## config.mk

```make
export PLATFORM = sky130hd
export DESIGN_NAME = pit_timer
export DESIGN_NICKNAME = d
export VERILOG_FILES = /design/src/rtl/pit_pkg.sv /design/src/rtl/pit_regs.sv /design/src/rtl/pit_base.sv /design/src/rtl/pit_chan.sv /design/src/rtl/pit_timer.sv
export SDC_FILE = /design/constraint.sdc
export NUM_CORES = 1
export LEC_CHECK = 0
export BUFFER_PORTS_ARGS = -buffer_cell sky130_fd_sc_hd__buf_2
export CORE_AREA = 3 3 214 111
export DETAILED_ROUTE_END_ITERATION = 6
export DIE_AREA = 0 0 217 114
export GPL_TIMING_DRIVEN = 0
export SYNTH_ARGS = -nofsm -noshare
export SYNTH_HDL_FRONTEND = slang
export SYNTH_SLANG_ARGS = --single-unit
```

## constraint.sdc

```tcl
create_clock -name clk -period 2.9 [get_ports clk]
set_input_delay 0.145 -clock clk [delete_from_list [all_inputs] [get_ports clk]]
set_output_delay 0.145 -clock clk [all_outputs]
set_load 0.03 [all_outputs]
```

## src/rtl/pit_pkg.sv

```systemverilog
`timescale 1ns/1ps
package pit_pkg;

    localparam int ADDR_W = 4;
    localparam int DATA_W = 16;

    localparam logic [ADDR_W-1:0] A_CTRL     = 4'd0;
    localparam logic [ADDR_W-1:0] A_CHEN     = 4'd1;
    localparam logic [ADDR_W-1:0] A_BSEL     = 4'd2;
    localparam logic [ADDR_W-1:0] A_IEN      = 4'd3;
    localparam logic [ADDR_W-1:0] A_FLAG     = 4'd4;
    localparam int                A_MLD_BASE = 5;
    localparam int                A_CLD_BASE = 8;

    localparam int B_RUN   = 7;
    localparam int B_SWAIT = 6;
    localparam int B_FRZ   = 5;

    typedef struct packed {
        logic run;
        logic stop_wait;
        logic frz_stall;
    } ctrl_t;

    function automatic int sel_width(input int n_bases);
        return (n_bases > 1) ? $clog2(n_bases) : 1;
    endfunction

endpackage

```

## src/rtl/pit_regs.sv

```systemverilog
`timescale 1ns/1ps
module pit_regs
    import pit_pkg::*;
#(
    parameter int NUM_CH = 4,
    parameter int NUM_MT = 2,
    parameter int MT_W   = 8,
    parameter int CH_W   = 16
) (
    input  logic                             clk,
    input  logic                             rst,
    input  logic                             wr_en,
    input  logic [ADDR_W-1:0]                addr,
    input  logic [DATA_W-1:0]                wdata,
    input  logic [NUM_CH-1:0]                ch_hit,
    output logic [DATA_W-1:0]                rdata,
    output ctrl_t                            ctrl,
    output logic [NUM_CH-1:0]                chen,
    output logic [NUM_CH*sel_width(NUM_MT)-1:0] bsel,
    output logic [NUM_CH-1:0]                ien,
    output logic [NUM_CH-1:0]                flag,
    output logic [NUM_MT-1:0][MT_W-1:0]      mld,
    output logic [NUM_CH-1:0][CH_W-1:0]      cld,
    output logic [NUM_MT-1:0]                force_cmd
);
    localparam int SEL_W = sel_width(NUM_MT);
    localparam int BS_W  = NUM_CH * SEL_W;

    logic wr_ctrl, wr_chen, wr_bsel, wr_ien, wr_flag;
    logic [NUM_CH-1:0] w1c;

    assign wr_ctrl = wr_en && (addr == A_CTRL);
    assign wr_chen = wr_en && (addr == A_CHEN);
    assign wr_bsel = wr_en && (addr == A_BSEL);
    assign wr_ien  = wr_en && (addr == A_IEN);
    assign wr_flag = wr_en && (addr == A_FLAG);
    assign w1c     = wr_flag ? wdata[NUM_CH-1:0] : '0;
    assign force_cmd = wr_ctrl ? wdata[NUM_MT-1:0] : '0;

    always_ff @(posedge clk) begin
        if (rst) begin
            ctrl <= '0;
            chen <= '0;
            bsel <= '0;
            ien  <= '0;
        end else begin
            if (wr_ctrl) begin
                ctrl.run       <= wdata[B_RUN];
                ctrl.stop_wait <= wdata[B_SWAIT];
                ctrl.frz_stall <= wdata[B_FRZ];
            end
            if (wr_chen) chen <= wdata[NUM_CH-1:0];
            if (wr_bsel) bsel <= wdata[BS_W-1:0];
            if (wr_ien)  ien  <= wdata[NUM_CH-1:0];
        end
    end

    always_ff @(posedge clk) begin
        if (rst || !ctrl.run) flag <= '0;
        else                  flag <= (flag & ~w1c) | ch_hit;
    end

    for (genvar m = 0; m < NUM_MT; m++) begin : g_mld
        always_ff @(posedge clk) begin
            if (rst) mld[m] <= '0;
            else if (wr_en && addr == ADDR_W'(A_MLD_BASE + m)) mld[m] <= wdata[MT_W-1:0];
        end
    end

    for (genvar c = 0; c < NUM_CH; c++) begin : g_cld
        always_ff @(posedge clk) begin
            if (rst) cld[c] <= '0;
            else if (wr_en && addr == ADDR_W'(A_CLD_BASE + c)) cld[c] <= wdata[CH_W-1:0];
        end
    end

    always_comb begin
        rdata = '0;
        case (addr)
            A_CTRL: begin
                rdata[B_RUN]   = ctrl.run;
                rdata[B_SWAIT] = ctrl.stop_wait;
                rdata[B_FRZ]   = ctrl.frz_stall;
            end
            A_CHEN: rdata = DATA_W'(chen);
            A_BSEL: rdata = DATA_W'(bsel);
            A_IEN:  rdata = DATA_W'(ien);
            A_FLAG: rdata = DATA_W'(flag);
            default: begin
                for (int m = 0; m < NUM_MT; m++)
                    if (addr == ADDR_W'(A_MLD_BASE + m)) rdata = DATA_W'(mld[m]);
                for (int c = 0; c < NUM_CH; c++)
                    if (addr == ADDR_W'(A_CLD_BASE + c)) rdata = DATA_W'(cld[c]);
            end
        endcase
    end

endmodule

```

## src/rtl/pit_base.sv

```systemverilog
`timescale 1ns/1ps
module pit_base #(
    parameter int MT_W = 8
) (
    input  logic            clk,
    input  logic            rst,
    input  logic            on,
    input  logic            run,
    input  logic            active,
    input  logic            restart,
    input  logic [MT_W-1:0] load,
    output logic            tick,
    output logic [MT_W-1:0] count
);
    logic step;

    assign step = run && active && !restart;
    assign tick = step && (count == '0);

    always_ff @(posedge clk) begin
        if (rst)                   count <= '0;
        else if (!on)              count <= load;
        else if (restart && active) count <= load;
        else if (step)             count <= (count == '0) ? load : count - 1'b1;
    end

endmodule

```

## src/rtl/pit_chan.sv

```systemverilog
`timescale 1ns/1ps
module pit_chan #(
    parameter int CH_W = 16
) (
    input  logic            clk,
    input  logic            rst,
    input  logic            enable,
    input  logic            tick,
    input  logic [CH_W-1:0] load,
    output logic            hit,
    output logic [CH_W-1:0] count
);
    assign hit = enable && tick && (count == '0);

    always_ff @(posedge clk) begin
        if (rst)          count <= '0;
        else if (!enable) count <= load;
        else if (tick)    count <= (count == '0) ? load : count - 1'b1;
    end

endmodule

```

## src/rtl/pit_timer.sv

```systemverilog
`timescale 1ns/1ps
module pit_timer
    import pit_pkg::*;
#(
    parameter int NUM_CH = 4,
    parameter int NUM_MT = 2,
    parameter int MT_W   = 8,
    parameter int CH_W   = 16
) (
    input  logic              clk,
    input  logic              rst,
    input  logic              wr_en,
    input  logic [ADDR_W-1:0] addr,
    input  logic [DATA_W-1:0] wdata,
    output logic [DATA_W-1:0] rdata,
    input  logic              wait_mode,
    input  logic              dbg_freeze,
    output logic [NUM_CH-1:0] irq
);
    localparam int SEL_W = sel_width(NUM_MT);
    localparam int PAD   = 1 << SEL_W;

    ctrl_t                          ctrl_q;
    logic [NUM_CH-1:0]              chen_q, ien_q, flag_q, ch_hit;
    logic [NUM_CH*SEL_W-1:0]        bsel_q;
    logic [NUM_MT-1:0][MT_W-1:0]    mld_q;
    logic [NUM_CH-1:0][CH_W-1:0]    cld_q;
    logic [NUM_MT-1:0]              force_cmd, base_act, base_tick;
    logic [PAD-1:0]                 tick_pad;
    logic                           run;
    logic                           en_q, swai_q, frz_q;
    logic [NUM_MT*MT_W-1:0]         mcnt_flat;
    logic [NUM_CH*CH_W-1:0]         ccnt_flat;

    pit_regs #(.NUM_CH(NUM_CH), .NUM_MT(NUM_MT), .MT_W(MT_W), .CH_W(CH_W)) u_regs (
        .clk(clk), .rst(rst), .wr_en(wr_en), .addr(addr), .wdata(wdata),
        .ch_hit(ch_hit), .rdata(rdata), .ctrl(ctrl_q), .chen(chen_q),
        .bsel(bsel_q), .ien(ien_q), .flag(flag_q), .mld(mld_q), .cld(cld_q),
        .force_cmd(force_cmd)
    );

    assign en_q   = ctrl_q.run;
    assign swai_q = ctrl_q.stop_wait;
    assign frz_q  = ctrl_q.frz_stall;
    assign run    = en_q && !(swai_q && wait_mode) && !(frz_q && dbg_freeze);

    always_comb begin
        base_act = '0;
        for (int c = 0; c < NUM_CH; c++)
            for (int m = 0; m < NUM_MT; m++)
                if (chen_q[c] && bsel_q[c*SEL_W +: SEL_W] == SEL_W'(m)) base_act[m] = 1'b1;
    end

    for (genvar m = 0; m < NUM_MT; m++) begin : g_base
        pit_base #(.MT_W(MT_W)) u_base (
            .clk(clk), .rst(rst), .on(en_q), .run(run), .active(base_act[m]),
            .restart(force_cmd[m] && en_q), .load(mld_q[m]),
            .tick(base_tick[m]), .count(mcnt_flat[m*MT_W +: MT_W])
        );
    end

    assign tick_pad = PAD'(base_tick);

    for (genvar c = 0; c < NUM_CH; c++) begin : g_chan
        pit_chan #(.CH_W(CH_W)) u_chan (
            .clk(clk), .rst(rst), .enable(en_q && chen_q[c]),
            .tick(tick_pad[bsel_q[c*SEL_W +: SEL_W]]), .load(cld_q[c]),
            .hit(ch_hit[c]), .count(ccnt_flat[c*CH_W +: CH_W])
        );
    end

    assign irq = flag_q & ien_q;

endmodule

```

==> flow_summary.yaml, run 1 <==
drt:
  viasPerCell: 6.29
  wl_per_cell_um: 22.7
  vias: 10600
  drt_pre_antenna_iters: 5
  drt_iter0_markers: 1253
  wirelength_um: 38400
  drc_errors: 0
  final_antenna_net_count: 0
placed_design:
  routabilityCongestion: 0.998
  hpwl_um: 28600
  port_buffers: 40
  pre_cts_ws_ps: -240
sta:
  hold_violations: 0
  slew_headroom_pct: 38.5
  fin_crit_sh_pct: 97.8
  clock.fmax_mhz: 353
  fin_skew_ps: 15.8
  timing.final.max_slew_violations: 0
  min_period_ps: 2840
  rsz0062_at_grt: "yes"
  fin_ws_ps: 63.8
  tightest_slew_ps: 923
  setup_violations: 0
worst_setup_path:
  path_cells: "inv_1 > ha_1 > or3b_2 > a211oi_4 > buf_4 > and3_1 > o21ai_1 > buf_4 > nor4_1 > o22ai_1"
  setup.worst_path.end_class: "register"
  crit_type: "register to register"
  required_ps: 3220
  path_buf_inv: 3
  cp_top_family: "simple AND/OR/NAND/NOR gates"
  crit_slowest_cell: "or3b_2"
  worstPathArrival_ps: 3160
  cpMostUsedCell: "buf_4"
  crit_path_max_incr_delay_ps: 520
  cp_max_fo: 10
  cp-start-kind: "register"
synthesis:
  synth_fp_nets: 1350
  synth_area_per_cell_um2: 7.55
  syn-cell-area_um2: 9920
  synth_cell_types: 72
  ys_seq_area_share_pct: 36.1
  synthCells: 1313
  synth_edf_count: 0
  synth_warnings: 0
  postSynthRegisterBits: 179
  synth_ff_type: "dfxtp_1"
  async_flop_share_pct: 0
floorplan:
  io_pins: 45
  die_area_um2: 24700
  coreArea_um2: 21800
  row_count: 38
  fp.dieH_um: 114
  start_util_pct: 45.5
  die_w_um: 217
finish:
  syn_to_final_growth_pct: 13.1
  fill_cells: 2165
  multi_input_area_um2: 5900
  antenna_cells: 0
  register_area_um2: 3580
  drive_gt1_share_pct: 8.97
  layout.nets: 1418
  final_core_util_pct: 51.5
pwr:
  ir_worst_vdd_mv: 0.345
  power.density_nw_per_um2: 479
  total_leakage_power_nw: 4.00
global_route:
  grt_usage_pct: 31.1
  grt_max_degree: 17
  grt_overflow: 0
  antenna_found_initial: 5
  grt_pass1_wl_um: 58700
  grt_pass1_vias: 9794
clock_tree:
  cts_sinks: 179
  clock_path_buffers: 2
  numCtsBuffers: 17
  cts_tree: "built"
  clockRootBuffer: "clkbuf_16"
  cts.reportedPaths.clkPinSlew_ps: 70
  insertion_delay_ps: 470
  cts_htree_levels: 4
flow_run:
  maxCapViolations: 0
worst_hold_path:
  hold_path_class: "input pin to register"
status:
  outcome: "completed"
[area by class of cell]
cell class | count | share of cell area (%)
plain buffers | 89 | 3.49
flip-flops and latches | 179 | 31.9
multi-input cells | 1021 | 52.6
repair buffers | 49 | 2.57
clock inverters | 13 | 1.31
well taps | 300 | 3.35
clock buffers | 19 | 3.95
inverters | 24 | 0.803
[layout by cell type (no fill, tap or decap), types with 8 or more instances in the layout]
cell	count
nor2_1	92
nand2_1	235
clkbuf_1	69
mux2i_1	28
ha_1	12
and2_1	24
nand2b_1	9
nand3_1	44
dlygate4sd3_1	8
o22ai_1	15
and3_1	19
mux4_2	11
nor4_1	26
clkbuf_16	17
o2111ai_1	9
dfxtp_1	179
buf_2	48
o21ai_1	9
or3_1	10
a22oi_1	12
o32ai_1	10
o31ai_1	9
inv_1	24
o211ai_1	17
nor3_1	52
nor2b_1	11
a21oi_1	168
or4_1	9
a211oi_1	12
o21a_1	8
o21ai_0	67
[kinds of logic (layout without fill, tap and decap cells)]
group	after synthesis	in the layout	share of synthesized area (%)
AND/OR/NAND/NOR	566	566	26.8
AO/OA/AOI/OAI	398	398	24.8
flip-flops	179	179	36.1
buffers and inverters	113	194	4.84
multiplexers	45	45	6.00
adder cells (fa/ha/maj)	12	12	1.51
[flip-flops by register name (all words and copies together) (netlist names)]
name                 count
g_base.u_base.count     16
g_chan.u_chan.count     64
u_regs.bsel              4
u_regs.chen              4
u_regs.cld              64
u_regs.ctrl              3
u_regs.flag              4
u_regs.ien               4
u_regs.mld              16
[worst min-delay path, cell delays in order]
cell and delay [ps]:
buf_2 210, nand2_1 90, a21oi_1 50
[power breakdown]
group          internal [mW]  switching, mW  leakage (nW)
registers               2.48         0.0367          1.44
logic                  0.124          0.320          2.27
clock network           1.31           1.11         0.285
total                   3.91           1.47          4.00
[routing by layer]
layer,part of all wire (%),vias up,wire (µm),global-route usage [%]
li1,-,4938,-,-
met1,48,5158,18300,46.6
met2,39,489,15100,42.4
met3,11,56,4370,10.0
met4,1.6,6,631,8.20
met5,0.089,-,34,0
[per-stage QoR]
stage	TNS [ps]	power, mW	cell area, µm²	cells	hold WS [ps]
final	0	5.38	11200	1694	83.9
after global routing	-120	5.51	11200	1694	76.9
after CTS	0	5.37	11200	1693	63.6
after detailed placement	-4490	2.99	10500	1653	444
after global placement	-2630	2.99	10500	1653	440
after floorplan	0	2.82	9920	1313	281
[cells in the mapped netlist (all sizes together), types with 16 or more instances]
library cell / instances / area [µm²]
a21oi: 168 / 841
nor2: 92 / 345
clkbuf: 73 / 305
o211ai: 17 / 128
nor3: 54 / 275
o21ai: 78 / 398
nand3: 44 / 220
buf: 16 / 85.1
mux2i: 28 / 280
and3: 19 / 119
nor4: 29 / 181
dfxtp: 179 / 3580
and2: 27 / 169
inv: 24 / 90.1
nand2: 235 / 882
[timing repair]
item / CTS / global route
setup buffers: 0 / 1
hold endpoints to repair: 32 / 0
pin swaps: 0 / 1
endpoints found under the setup margin: 34 / 42
cloned: 0 / 0
gates resized for setup: 3 / 6
hold buffers: 8 / 0
[path summary, 6_finish.rpt]
kind | cells past startpoint | slack [ps] | endpoint | start
max reg2reg | 10 | 60 | g_chan[0].u_chan.count[11] | g_base[1].u_base.count[0]
min reg2reg | 2 | 460 | u_regs.mld[10] | u_regs.mld[10]
max | 10 | 60 | g_chan[0].u_chan.count[11] | g_base[1].u_base.count[0]
min | 3 | 80 | u_regs.ctrl[1] | wdata[6]
Note: power is estimated with default switching activity, not from simulation.
==> inputs of run 2 (changes only) <==
- ABC_AREA: default -> 1
- CORE_AREA: 3 3 214 111 -> 3 3 219 114
- DIE_AREA: 0 0 217 114 -> 0 0 222 117
==> flow_summary.yaml, run 2 <==
pwr:
  ir_worst_vdd_mv: 0.353
  total_leakage_power_nw: 5.38
  power.density_nw_per_um2: 473
worst_setup_path:
  cp-start-kind: "input pin"
  required_ps: 2760
  worstPathArrival_ps: 2160
  cp_top_family: "buffers and inverters"
  r2r_end: "g_chan[2].u_chan.count[4]"
  cpMostUsedCell: "buf_2"
  cp_max_fo: 10
  crit_path_max_incr_delay_ps: 490
  setup.worst_path.end_class: "primary output"
  reg2reg_from: "g_base[1].u_base.count[0]"
  crit_slowest_cell: "o221ai_1"
  crit_type: "input pin to primary output"
  ff2ff_setup_slack_ps: 860
  path_cells: "buf_2 > inv_1 > nor2_1 > nand2_1 > clkbuf_1 > o221ai_1 > o21ai_1 > o21ai_0 > buf_2"
  path_buf_inv: 4
  worst-r2r-cell-count: 10
global_route:
  grt_usage_pct: 26.8
  antenna_found_initial: 1
  grt_pass1_wl_um: 53500
  grt_pass1_vias: 9625
  grt_overflow: 0
  grt_max_degree: 17
clock_tree:
  cts_resized: 0
  clock_path_buffers: 2
  cts_tree: "built"
  insertion_delay_ps: 450
  clockRootBuffer: "clkbuf_16"
  cts_hold_buf: 0
  numCtsBuffers: 17
  cts_setup_buffers: 0
  cts.reportedPaths.clkPinSlew_ps: 70
  cts_sinks: 179
  cts_htree_levels: 4
synthesis:
  synthTopCellsByArea: "dfxtp_1 (35%), nand2_1 (13%), nor2_1 (7.4%), o21ai_0 (7.0%), inv_1 (6.6%)"
  postSynthRegisterBits: 179
  netlist.area_leader.share_pct: 34.7
  synth_ff_type: "dfxtp_1"
  synth_warnings: 0
  synth.most_common_cell: "nand2_1"
  synth_area_per_cell_um2: 6.51
  synth_fp_nets: 1623
  async_flop_share_pct: 0
  synth_area_leader_cell: "dfxtp_1"
  syn-cell-area_um2: 10300
  synthCells: 1586
  synth_cell_types: 36
  synth_edf_count: 0
  synthTopCellsByCount: "nand2_1 (368), nor2_1 (203), inv_1 (182)"
  ys_seq_area_share_pct: 34.7
finish:
  drive_gt1_share_pct: 10.0
  multi_input_area_um2: 5640
  antenna_cells: 0
  layout_common_cells: "nand2_1 (368), nor2_1 (203), inv_1 (182), dfxtp_1 (179), o21ai_0 (144)"
  mostFrequentLayoutCell: "nand2_1"
  register_area_um2: 3580
  layout.nets: 1683
  reg_top3: "g_chan.u_chan.count (64), u_regs.cld (64)"
  fill_cells: 2386
  syn_to_final_growth_pct: 11.2
floorplan:
  start_util_pct: 45.1
  coreArea_um2: 22900
  fp.dieH_um: 117
  die_area_um2: 26000
  die_w_um: 222
  row_count: 39
  io_pins: 45
placed_design:
  routabilityCongestion: 0.957
  hpwl_um: 26700
  port_buffers: 41
drt:
  vias: 10600
  drt_iter0_markers: 1331
  viasPerCell: 5.41
  wl_per_cell_um: 17.8
  final_antenna_net_count: 0
  drt_pre_antenna_iters: 5
  wirelength_um: 35000
  drc_errors: 0
sta:
  min_period_ps: 2310
  clock.fmax_mhz: 434
  setup_violations: 0
  fin_crit_sh_pct: 79.5
  hold_violations: 0
  whs_ps: 33.6
  tightest_slew_ps: 956
  timing.final.max_slew_violations: 0
  slew_headroom_pct: 36.3
  setup_tns_ps: 0
  rsz0062_at_grt: "no"
  fin_skew_ps: 11.2
worst_hold_path:
  hold_path_class: "input pin to register"
  whs_path_depth: 3
  min_to: "u_regs.cld[40]"
  holdCritStartpoint: "wdata[8]"
flow_run:
  maxCapViolations: 0
status:
  outcome: "completed"
run 2: final cells by class:
type,instances,area share [%]
buffer,68,3.13
clock buffer,22,4.22
clock inverter,8,0.687
inverter,196,6.41
multi-input combinational,1143,49.2
sequential,179,31.2
tap,307,3.35
timing repair buffer,41,1.79
run 2: worst register-to-register path, stage by stage, from the launching register on:
cell	delay, ps
dfxtp_1	310
inv_1	120
ha_1	160
nand3_1	120
nor2_4	220
nand4_1	380
nand3_2	230
buf_4	200
nand3_1	90
nand2_1	60
nor2_1	50
run 2: cell families (layout without fill, tap and decap cells):
family	Yosys count	in the layout	synth area share, %
and+or+nand+nor	747	747	32.1
xor gates and xnor gates	43	43	3.65
DFF	179	179	34.7
AOI/OAI and AO/OA	341	341	17.5
adders and majority gates	12	12	1.45
buffers and inverters	264	335	10.6
run 2: routing by layer:
layer | track usage, % | up-vias | wire length (µm)
li1 | - | 5243 | -
met1 | 37.5 | 4939 | 16500
met2 | 40.3 | 397 | 14400
met3 | 8.22 | 53 | 3400
met4 | 7.41 | 2 | 635
met5 | 0 | - | 13
run 2: worst max-delay path by stage:
stage / startpoint / to / slack [ps] / depth (start not counted)
4_1_cts: addr[3] / rdata[15] / 730 / 9
3_3_place_gp: addr[3] / rdata[15] / 740 / 9
3_5_place_dp: addr[3] / rdata[15] / 740 / 9
2_1_floorplan: g_base[1].u_base.count[0] / g_chan[3].u_chan.count[15] / 1350 / 10
5_1_grt: addr[3] / rdata[11] / 530 / 9
6_report: addr[3] / rdata[11] / 590 / 9
run 2: power by group:
| group | total, mW | internal (mW) | switching [mW] |
|---|---|---|---|
| clock | 2.30 | 1.26 | 1.04 |
| combinational | 0.592 | 0.175 | 0.417 |
| sequential | 2.53 | 2.50 | 0.0326 |
| total | 5.42 | 3.94 | 1.49 |
run 2: per-stage QoR:
stage | area, µm² | util (%) | setup WS, ps | cells | power (mW)
6_report | 11500 | 50.1 | 594 | 1964 | 5.42
5_1_grt | 11500 | 50.1 | 529 | 1964 | 5.61
4_1_cts | 11500 | 50.1 | 729 | 1964 | 5.43
3_5_place_dp | 10900 | 47.7 | 738 | 1934 | 3.17
3_3_place_gp | 10900 | 47.7 | 739 | 1934 | 3.16
2_1_floorplan | 10300 | - | 1350 | 1586 | 2.97
